$ cat src/rtl/sf_pkg.sv
package sf_pkg;

  typedef enum logic [1:0] {
    SFK_ZERO = 2'd0,
    SFK_NORM = 2'd1,
    SFK_INF  = 2'd2,
    SFK_NAN  = 2'd3
  } sf_kind_e;

  // class of a single-precision pattern from its exponent and fraction
  function automatic sf_kind_e f32_kind(logic [7:0] e, logic [22:0] frac);
    if (e == 8'hFF) return (frac != '0) ? SFK_NAN : SFK_INF;
    if (e == 8'h00) return SFK_ZERO;
    return SFK_NORM;
  endfunction

endpackage

$ cat src/rtl/sf_classify.sv
module sf_classify
  import sf_pkg::*;
(
  input  logic [31:0] bits_i,
  output logic        sign_o,
  output logic [7:0]  exp_o,
  output logic [22:0] frac_o,
  output sf_kind_e    kind_o,
  output logic        is_nan_o,
  output logic        is_inf_o
);

  assign sign_o   = bits_i[31];
  assign exp_o    = bits_i[30:23];
  assign frac_o   = bits_i[22:0];
  assign kind_o   = f32_kind(exp_o, frac_o);
  assign is_nan_o = (kind_o == SFK_NAN);
  assign is_inf_o = (kind_o == SFK_INF);

endmodule

$ cat src/rtl/sf_encode.sv
module sf_encode
  import sf_pkg::*;
#(
  parameter int MANT_W = 10,
  parameter int EXP_W  = 5
) (
  input  sf_kind_e                  kind_i,
  input  logic [7:0]                exp_i,
  input  logic [22:0]               frac_i,
  output logic [EXP_W+MANT_W-1:0]   mag_o,
  output logic                      ovf_evt_o,
  output logic                      sub_evt_o
);

  localparam int BIAS = (1 << (EXP_W - 1)) - 1;
  localparam int EMAX = (1 << EXP_W) - 1;
  localparam logic [EXP_W-1:0]  EXP_ONES  = '1;
  localparam logic [EXP_W-1:0]  EXP_TOP   = EXP_W'(EMAX - 1);
  localparam logic [MANT_W-1:0] MANT_ONES = '1;
  localparam logic [MANT_W-1:0] MANT_QNAN = MANT_W'(1) << (MANT_W - 1);

  // exponent rebias done on integers
  function automatic int target_exp(logic [7:0] e);
    return int'(e) - 127 + BIAS;
  endfunction

  // denormal mantissa: hidden-one significand shifted right, truncated
  function automatic logic [MANT_W-1:0] denorm_mant(logic [22:0] frac, int t);
    int          sh;
    logic [23:0] sig;
    sh  = 24 - MANT_W - t;
    sig = {1'b1, frac};
    if (sh >= 24) return '0;
    return MANT_W'(sig >> sh);
  endfunction

  int t_exp;

  always_comb begin
    t_exp     = target_exp(exp_i);
    mag_o     = '0;
    ovf_evt_o = 1'b0;
    sub_evt_o = 1'b0;
    case (kind_i)
      SFK_NAN:  mag_o = {EXP_ONES, MANT_QNAN};
      SFK_INF:  mag_o = {EXP_ONES, {MANT_W{1'b0}}};
      SFK_ZERO: mag_o = '0;
      default: begin
        if (t_exp >= EMAX) begin
          ovf_evt_o = 1'b1;
          mag_o     = {EXP_TOP, MANT_ONES};
        end else if (t_exp >= 1) begin
          mag_o = {EXP_W'(t_exp), frac_i[22 -: MANT_W]};
        end else begin
          sub_evt_o = 1'b1;
          mag_o     = {{EXP_W{1'b0}}, denorm_mant(frac_i, t_exp)};
        end
      end
    endcase
  end

endmodule

$ cat src/rtl/sf_place.sv
module sf_place #(
  parameter int MANT_W   = 10,
  parameter int EXP_W    = 5,
  parameter bit HAS_SIGN = 1'b1,
  parameter int LSB_POS  = 0
) (
  input  logic                    sign_i,
  input  logic                    kill_i,
  input  logic [EXP_W+MANT_W-1:0] mag_i,
  output logic [31:0]             word_o
);

  localparam int CW = EXP_W + MANT_W;
  localparam int FW = CW + (HAS_SIGN ? 1 : 0);

  logic [FW-1:0] field;

  generate
    if (HAS_SIGN) begin : g_signed
      assign field = kill_i ? '0 : {sign_i, mag_i};
    end else begin : g_unsigned
      logic unused_sign;
      assign unused_sign = sign_i;
      assign field = kill_i ? '0 : mag_i;
    end
  endgenerate

  assign word_o = {{(32 - FW){1'b0}}, field} << LSB_POS;

endmodule

$ cat src/rtl/f32_to_small.sv
module f32_to_small
  import sf_pkg::*;
#(
  parameter int MANT_W   = 10,
  parameter int EXP_W    = 5,
  parameter bit HAS_SIGN = 1'b1,
  parameter int LSB_POS  = 0,
  parameter bit OUT_REG  = 1'b1
) (
  input  logic        clk,
  input  logic        rst_n,
  input  logic        in_valid,
  input  logic [31:0] in_bits,
  output logic        out_valid,
  output logic [31:0] out_word
);

  localparam int CW = EXP_W + MANT_W;
  localparam int FW = CW + (HAS_SIGN ? 1 : 0);
  localparam logic [31:0] FIELD_MASK = ((32'd1 << FW) - 32'd1) << LSB_POS;

  logic          in_sign;
  logic [7:0]    in_exp;
  logic [22:0]   in_frac;
  sf_kind_e      in_kind;
  logic          nan_evt;
  logic          inf_evt;
  logic          ovf_evt;
  logic          sub_evt;
  logic          neg_kill;
  logic [CW-1:0] mag_code;
  logic [31:0]   conv_word;

  sf_classify u_cls (
    .bits_i   (in_bits),
    .sign_o   (in_sign),
    .exp_o    (in_exp),
    .frac_o   (in_frac),
    .kind_o   (in_kind),
    .is_nan_o (nan_evt),
    .is_inf_o (inf_evt)
  );

  sf_encode #(.MANT_W(MANT_W), .EXP_W(EXP_W)) u_enc (
    .kind_i    (in_kind),
    .exp_i     (in_exp),
    .frac_i    (in_frac),
    .mag_o     (mag_code),
    .ovf_evt_o (ovf_evt),
    .sub_evt_o (sub_evt)
  );

  // unsigned target: negatives (not NaN) collapse to zero
  assign neg_kill = !HAS_SIGN && in_sign && !nan_evt;

  sf_place #(.MANT_W(MANT_W), .EXP_W(EXP_W), .HAS_SIGN(HAS_SIGN),
             .LSB_POS(LSB_POS)) u_place (
    .sign_i (in_sign),
    .kill_i (neg_kill),
    .mag_i  (mag_code),
    .word_o (conv_word)
  );

  generate
    if (OUT_REG) begin : g_reg
      logic [31:0] out_field;
      assign out_field = out_word >> LSB_POS;

      always_ff @(posedge clk) begin
        if (!rst_n) begin
          out_valid <= 1'b0;
          out_word  <= '0;
        end else begin
          out_valid <= in_valid;
          if (in_valid) out_word <= conv_word;
        end
      end

      assert_latency_R10: assert property (@(posedge clk) disable iff (!rst_n)
        in_valid |=> out_valid);
      assert_idle_R10: assert property (@(posedge clk) disable iff (!rst_n)
        !in_valid |=> !out_valid);
      assert_hold_R11: assert property (@(posedge clk) disable iff (!rst_n)
        !in_valid |=> $stable(out_word));
      assert_outside_zero_R8: assert property (@(posedge clk) disable iff (!rst_n)
        out_valid |-> ((out_word & ~FIELD_MASK) == 32'd0));
      assert_nan_R4: assert property (@(posedge clk) disable iff (!rst_n)
        (in_valid && nan_evt) |=>
          (&out_field[MANT_W +: EXP_W]) && out_field[MANT_W-1]);
      assert_inf_R5: assert property (@(posedge clk) disable iff (!rst_n)
        (in_valid && inf_evt && !neg_kill) |=>
          (&out_field[MANT_W +: EXP_W]) && (out_field[MANT_W-1:0] == '0));
      assert_clamp_R2: assert property (@(posedge clk) disable iff (!rst_n)
        (in_valid && ovf_evt && !neg_kill) |=>
          (out_field[MANT_W +: EXP_W] == EXP_W'((1 << EXP_W) - 2)) &&
          (&out_field[MANT_W-1:0]));
      assert_denorm_R3: assert property (@(posedge clk) disable iff (!rst_n)
        (in_valid && sub_evt) |=> (out_field[MANT_W +: EXP_W] == '0));
    end else begin : g_comb
      assign out_valid = in_valid;
      assign out_word  = conv_word;
    end
  endgenerate

endmodule

$ cat config.mk
export PLATFORM = sky130hd
export DESIGN_NAME = f32_to_small
export DESIGN_NICKNAME = d
export VERILOG_FILES = /design/src/rtl/sf_pkg.sv /design/src/rtl/sf_classify.sv /design/src/rtl/sf_encode.sv /design/src/rtl/sf_place.sv /design/src/rtl/f32_to_small.sv
export SDC_FILE = /design/constraint.sdc
export NUM_CORES = 1
export LEC_CHECK = 0
export BUFFER_PORTS_ARGS = -buffer_cell sky130_fd_sc_hd__clkbuf_2
export CORE_MARGIN = 3
export CORE_UTILIZATION = 55
export CTS_CLUSTER_SIZE = 10
export DETAILED_ROUTE_END_ITERATION = 8
export PLACE_DENSITY_LB_ADDON = 0.08
export SLEW_MARGIN = 20
export SYNTH_ARGS = -nofsm -noshare
export SYNTH_HDL_FRONTEND = slang
export SYNTH_SLANG_ARGS = --single-unit
$ cat constraint.sdc
create_clock -name clk -period 6.8 [get_ports clk]
set_clock_uncertainty 0.1 [all_clocks]
set_input_delay 1.36 -clock clk [delete_from_list [all_inputs] [get_ports clk]]
set_output_delay 1.36 -clock clk [all_outputs]
set_load 0.01 [all_outputs]
Yosys cells after proc, flatten, opt, wreduce, memory -nomap -nowiden
Cells that the tools add are included.
{"block": "op_classes", "addsub": 3, "mul": 0, "n_div": 0, "n_lt_le_gt_ge": 3, "eq_ne": 3, "shift": 1, "muxes": 17, "bitwise": 0, "reduce_logical": 4}
{"operator": "greater-or-equal comparator 32 x 6 -> 1 bit, second input constant", "n": 2}
{"operator": "one-hot mux 15 bit (3 select lines)", "n": 1}
{"operator": "adder 32 x 5 -> 32 bit, second input constant", "n": 1}
{"operator": "greater-or-equal comparator 32 x 2 -> 1 bit, second input constant", "n": 1}
{"operator": ">> shifter 24 x 32 -> 10 bit", "n": 1}
{"operator": "subtractor 5 x 32 -> 32 bit, first input constant", "n": 1}
{"operator": "2-to-1 mux 15 bit", "n": 2}
{"operator": "nonzero test 23 bit", "n": 1}
{"operator": "2-to-1 mux 10 bit", "n": 2}
{"operator": "subtractor 8 x 7 -> 9 bit, second input constant", "n": 1}
{"operator": "equality test 8 bit, second input constant", "n": 1}
{"operator": "logical NOT 8 bit", "n": 1}
{"operator": "2-to-1 mux 1 bit", "n": 8}
{"operator": "2-to-1 mux 2 bit", "n": 4}
{"operator": "equality test 2 bit, second input constant", "n": 2}
{"operator": "OR reduction 3 bit", "n": 1}
{"operator": "logical NOT 2 bit", "n": 1}
{"block": "totals", "regBits": 17, "latch_bits": 0, "ram_bits": 0, "mem_bits_ro": 0, "inputBits": 35, "out_inout_bits": 33, "n_memories": 0}

Depth between registers and ports, before layout
{"block": "depth", "ltp_word": 13, "ltp_mapped": 20, "depth_no_buf": 17}

Hierarchy
From an unflattened synthesis, not the netlist that was laid out.
{"block": "unflattened", "cells_unflattened": 491, "area_unflattened_um2": 3968.8}
{"module": "sf_encode", "n_inst": 1, "cells_each": 302, "area_each_um2": 2070.7}
{"module": "f32_to_small", "n_inst": 1, "cells_each": 106, "area_each_um2": 1273.7}
{"module": "sf_classify", "n_inst": 1, "cells_each": 49, "area_each_um2": 356.6}
{"module": "sf_place", "n_inst": 1, "cells_each": 34, "area_each_um2": 267.8}

Worst setup path before layout
No wires, ideal clock.
{"block": "synth_timing", "path_type": "input to register", "start": "input port in_bits[23]", "end": "register out_word[1]", "arrival_ps": 5968, "required_ps": 6613, "path_slack_ps": 645, "cell_stages": 18, "n_path_buf": 2, "cell_sequence": "buf_2 -> buf_1 -> clkinv_1 -> ha_1 -> nand2b_1 -> a31oi_4 -> a31oi_1 -> nand2_1 -> ha_1 -> nand3_1 -> nor2_1 -> nand2_1 -> or4_1 -> or4b_1 -> a221o_1 -> nor4_4 -> nand2_2 -> o31ai_1"}
{"block": "synth_via", "elab_chain_cells": 12, "word_cells_on_any_way": 26, "cone_classes": "3 x add/sub; 3 x order compare; 3 x eq/ne; 1 x shift; 14 x mux; 2 x reduce/logical"}
{"element": "start, declared", "line": "f32_to_small.sv:13", "source": "input logic [31:0] in_bits,"}
{"element": "subtractor 8 x 7 -> 9 bit", "line": "sf_encode.sv:24", "source": "return int'(e) - 127 + BIAS;"}
{"element": "adder 32 x 5 -> 32 bit", "line": "sf_encode.sv:24"}
{"element": "subtractor 5 x 32 -> 32 bit", "line": "sf_encode.sv:31", "source": "sh = 24 - MANT_W - t;"}
{"element": "greater-or-equal comparator 32 x 6 -> 1 bit", "line": "sf_encode.sv:33", "source": "if (sh >= 24) return '0;"}
{"element": "2-to-1 mux 1 bit", "line": "sf_encode.sv:33"}
{"element": "2-to-1 mux 1 bit", "line": "sf_encode.sv:52", "source": "end else if (t_exp >= 1) begin"}
{"element": "2-to-1 mux 1 bit", "line": "sf_encode.sv:49", "source": "if (t_exp >= EMAX) begin"}
{"element": "2-to-1 mux 1 bit", "line": "sf_encode.sv:44", "source": "case (kind_i)"}
{"element": "2-to-1 mux 10 bit", "line": "sf_encode.sv:34", "source": "return MANT_W'(sig >> sh);"}
{"element": "2-to-1 mux 15 bit", "line": "sf_encode.sv:52"}
{"element": "2-to-1 mux 15 bit", "line": "sf_encode.sv:49"}
{"element": "one-hot mux 15 bit (3 select lines) *", "line": "sf_encode.sv:44"}
{"element": "end signal, assigned", "line": "f32_to_small.sv:75", "source": "if (in_valid) out_word <= conv_word;"}
{"element": "end, declared", "line": "f32_to_small.sv:15", "source": "output logic [31:0] out_word"}
Every way passes the cells marked *; elsewhere a longest branch is shown, timed or not. The select of a mux whose other input is x is not followed.
A chain may end at the register's enable or synchronous reset.

Final worst setup path
{"block": "layout_timing", "start": "input port in_bits[24]", "end": "register out_word[8]"}
Same word-level chain as after synthesis.

==> results.toml <==
[outcome]
outcome = "finished, final reports clean"

[sta]
worst_pin_slew_ns = 1.06
setup_tns_ns = 0
hold_viol_final = 0
period_needed_ns = 6.22
maxSlewHeadroom = 0.289
finalSetupViolations = 0
grt_setup_unrepaired = "no"
report.final.slew_viol_count = 0
max_freq_ghz = 0.161
layout_worst_path_cycle_share = 0.915

[setup_path]
cp_cell_sequence = "clkbuf_2 > ha_1 > a21oi_1 > o21a_1 > o32ai_1 > or2_2 > ha_1 > nand2_1 > nor2_1 > nand2_1 > or4_1 > or4b_1 > a221o_1 > nor4_4 > o2111ai_1 > o21ai_1"
crit_path_end_kind = "flip-flop"
path_max_fanout = 19
reg2reg_depth = 5
start_kind = "input port"
slowest_delay_ns = 0.70
crit_type = "input port to flip-flop"
worstPathRequired_ns = 6.88
cp_data_arrival_time_ns = 6.30
cp_slowest_cell = "o32ai_1"

[global_route]
gr-usage-met1 = 0.349
grt_pass1_wl_mm = 16.2
grt_use_total = 0.266
grt_max_degree = 37
grt_pass1_vias = 3399
use_met3 = 0.0243
met2_usage = 0.457
antenna_found_initial = 0
busiest_layer = "met2"
grt-ovfl-total = 0

[pwr]
finalPower_mw = 0.447
power_density_mw_per_mm2 = 123
max-vdd-ir-drop_uv = 135
p_leak_nw = 1.45

[drt]
viasPerCell = 6.52
vias = 3847
antenna_left = 0
drt_wl_total_mm = 9.97
post_drt_wl_per_cell_um = 16.9
drtIter0Drc = 292
dr.pass1.iters = 5
drc = 0

[logic_synthesis]
synth-edff-count = 0
yosysSeqAreaShare = 0.0991
synth_warnings = 0
syn_area_per_cell_um2 = 7.02
synth_seq_cells = 17
synth.cell_area_mm2 = 0.00343
synth-main-ff-cell = "dfxtp_1"
postSynth.asyncResetShare = 0
synthDistinctLibCells = 75
synthCells = 489

[clock_tree]
postCtsResizedCells = 0
cts_tree = "built"
clock-sinks = 17
clkLatencyLatePin_ns = 0.25
cts_buffer_depth = 2
htreeDepth = 1
postCtsHoldBufs = 0
cts_buffers = 3
cts-root-buf = "clkbuf_8"
post_cts_buffers = 0
clk_pin_slew_ns = 0.06

[die]
ioPinCount = 68
die_width_um = 85.0
start_util = 0.573
fp.dieH_um = 85.0
core_area_mm2 = 0.00599
dieArea_mm2 = 0.00723
num_rows = 28

[final_layout]
syn2layout_area_growth_pct = 6.23
drive_above_1_share = 0.177
fin_util = 0.609
multi_input_area_mm2 = 0.00283
layoutNonFillerInstCount = 590
fin_nets = 562
nFillCells = 595
antenna_cells = 0
seqCellArea_um2 = 340

[hold_path]
min_path_cells = 2
hold_path_class = "flip-flop to flip-flop"

[placed_design]
dpl.hpwl_mm = 7.59
portBuffers = 51
place.gp.congestion = 0.946
dp.cells = 586

[job]
maxCapViolations = 0
[worst paths after layout]
path,from,end,slack (ns)
setup / recovery,in_bits[24],out_word[8]$_SDFFE_PN0P_,0.58
hold / removal,out_word[1]$_SDFFE_PN0P_,out_word[1]$_SDFFE_PN0P_,0.37
setup reg to reg,out_word[4]$_SDFFE_PN0P_,out_word[4]$_SDFFE_PN0P_,5.32
hold reg to reg,out_word[1]$_SDFFE_PN0P_,out_word[1]$_SDFFE_PN0P_,0.37
[layout by cell type, fill, tap and decap left out, types with 3 or more instances in the layout]
cell type | netlist | final
nand2_1 | 54 | 54
clkbuf_2 | 0 | 51
a21oi_1 | 45 | 45
nor2_1 | 42 | 42
o21ai_0 | 34 | 34
mux2i_1 | 28 | 28
dfxtp_1 | 17 | 17
conb_1 | 1 | 16
xnor2_1 | 15 | 14
nor3_1 | 14 | 14
nor4_1 | 13 | 13
nand3_1 | 12 | 12
ha_1 | 11 | 11
nor2b_1 | 10 | 10
inv_1 | 10 | 10
a31oi_1 | 10 | 9
o22ai_1 | 8 | 8
nand4_1 | 7 | 7
mux4_2 | 7 | 7
and2_1 | 6 | 6
and3_1 | 6 | 6
mux2_2 | 6 | 6
a41oi_1 | 5 | 5
buf_4 | 19 | 5
nand2b_1 | 4 | 4
or2_2 | 4 | 4
xor2_1 | 4 | 4
or3_1 | 4 | 4
o31ai_1 | 4 | 4
nand3b_1 | 3 | 3
clkbuf_8 | 0 | 3
[kinds of logic after synthesis]
family                   count (synthesis)  synth area share
AO/OA/AOI/OAI                          139             0.258
XOR/XNOR                                19            0.0485
adder cells (fa/ha/maj)                 11            0.0401
buffers and inverters                   62            0.0980
flip-flops                              17            0.0991
multiplexers                            42             0.152
other                                    1           0.00109
AND/OR/NAND/NOR                        198             0.304
[flip-flops by register name, indices dropped and copies added (netlist names)]
| name | count |
|---|---|
| out_word | 16 |
| out_valid | 1 |
[cells in the mapped netlist, types with 12 or more instances]
cell type | n | area (um^2)
buf_4 | 19 | 143
xnor2_1 | 15 | 131
nor2_1 | 42 | 158
nor4_1 | 13 | 81.3
nor3_1 | 14 | 70.1
dfxtp_1 | 17 | 340
nand2_1 | 54 | 203
mux2i_1 | 28 | 280
clkbuf_1 | 20 | 75.1
a21oi_1 | 45 | 225
o21ai_0 | 34 | 170
nand3_1 | 12 | 60.1
[where the power goes]
part / total [mW] / switching (mW) / internal, mW
Sequential: 0.111 / 0.00353 / 0.107
Combinational: 0.262 / 0.163 / 0.0998
Clock: 0.0741 / 0.0325 / 0.0415
[layout make-up]
cell class,count,share of cell area
flip-flops and latches,17,0.0933
inverters,13,0.0134
repair buffers,56,0.0803
clock buffers,4,0.0123
multi-input cells,425,0.775
well taps,75,0.0257
[per-layer routing]
layer | vias up | part of all wire
met3 | 27 | 0.075
met1 | 1787 | 0.41
li1 | 1840 | -
met2 | 193 | 0.49
met5 | - | 0
met4 | 0 | 0.026
[per-stage QoR]
step	worst slack [ns]	hold slack (ns)	cell area (um^2)
floorplan	0.645	0.406	3490
global placement	0.486	0.354	3600
detailed placement	0.357	0.354	3600
CTS	0.608	0.368	3640
global route	0.0969	0.408	3650
finish	0.580	0.368	3650
[critical path, delay by kind of cell]
kind,cells,cell delay [ns]
AND/OR/NAND/NOR,7,2.13
buffers and inverters,1,0.18
AO/OA/AOI/OAI,6,1.81
adder cells (fa/ha/maj),2,0.84
Note: power is estimated with default switching activity, not from simulation.
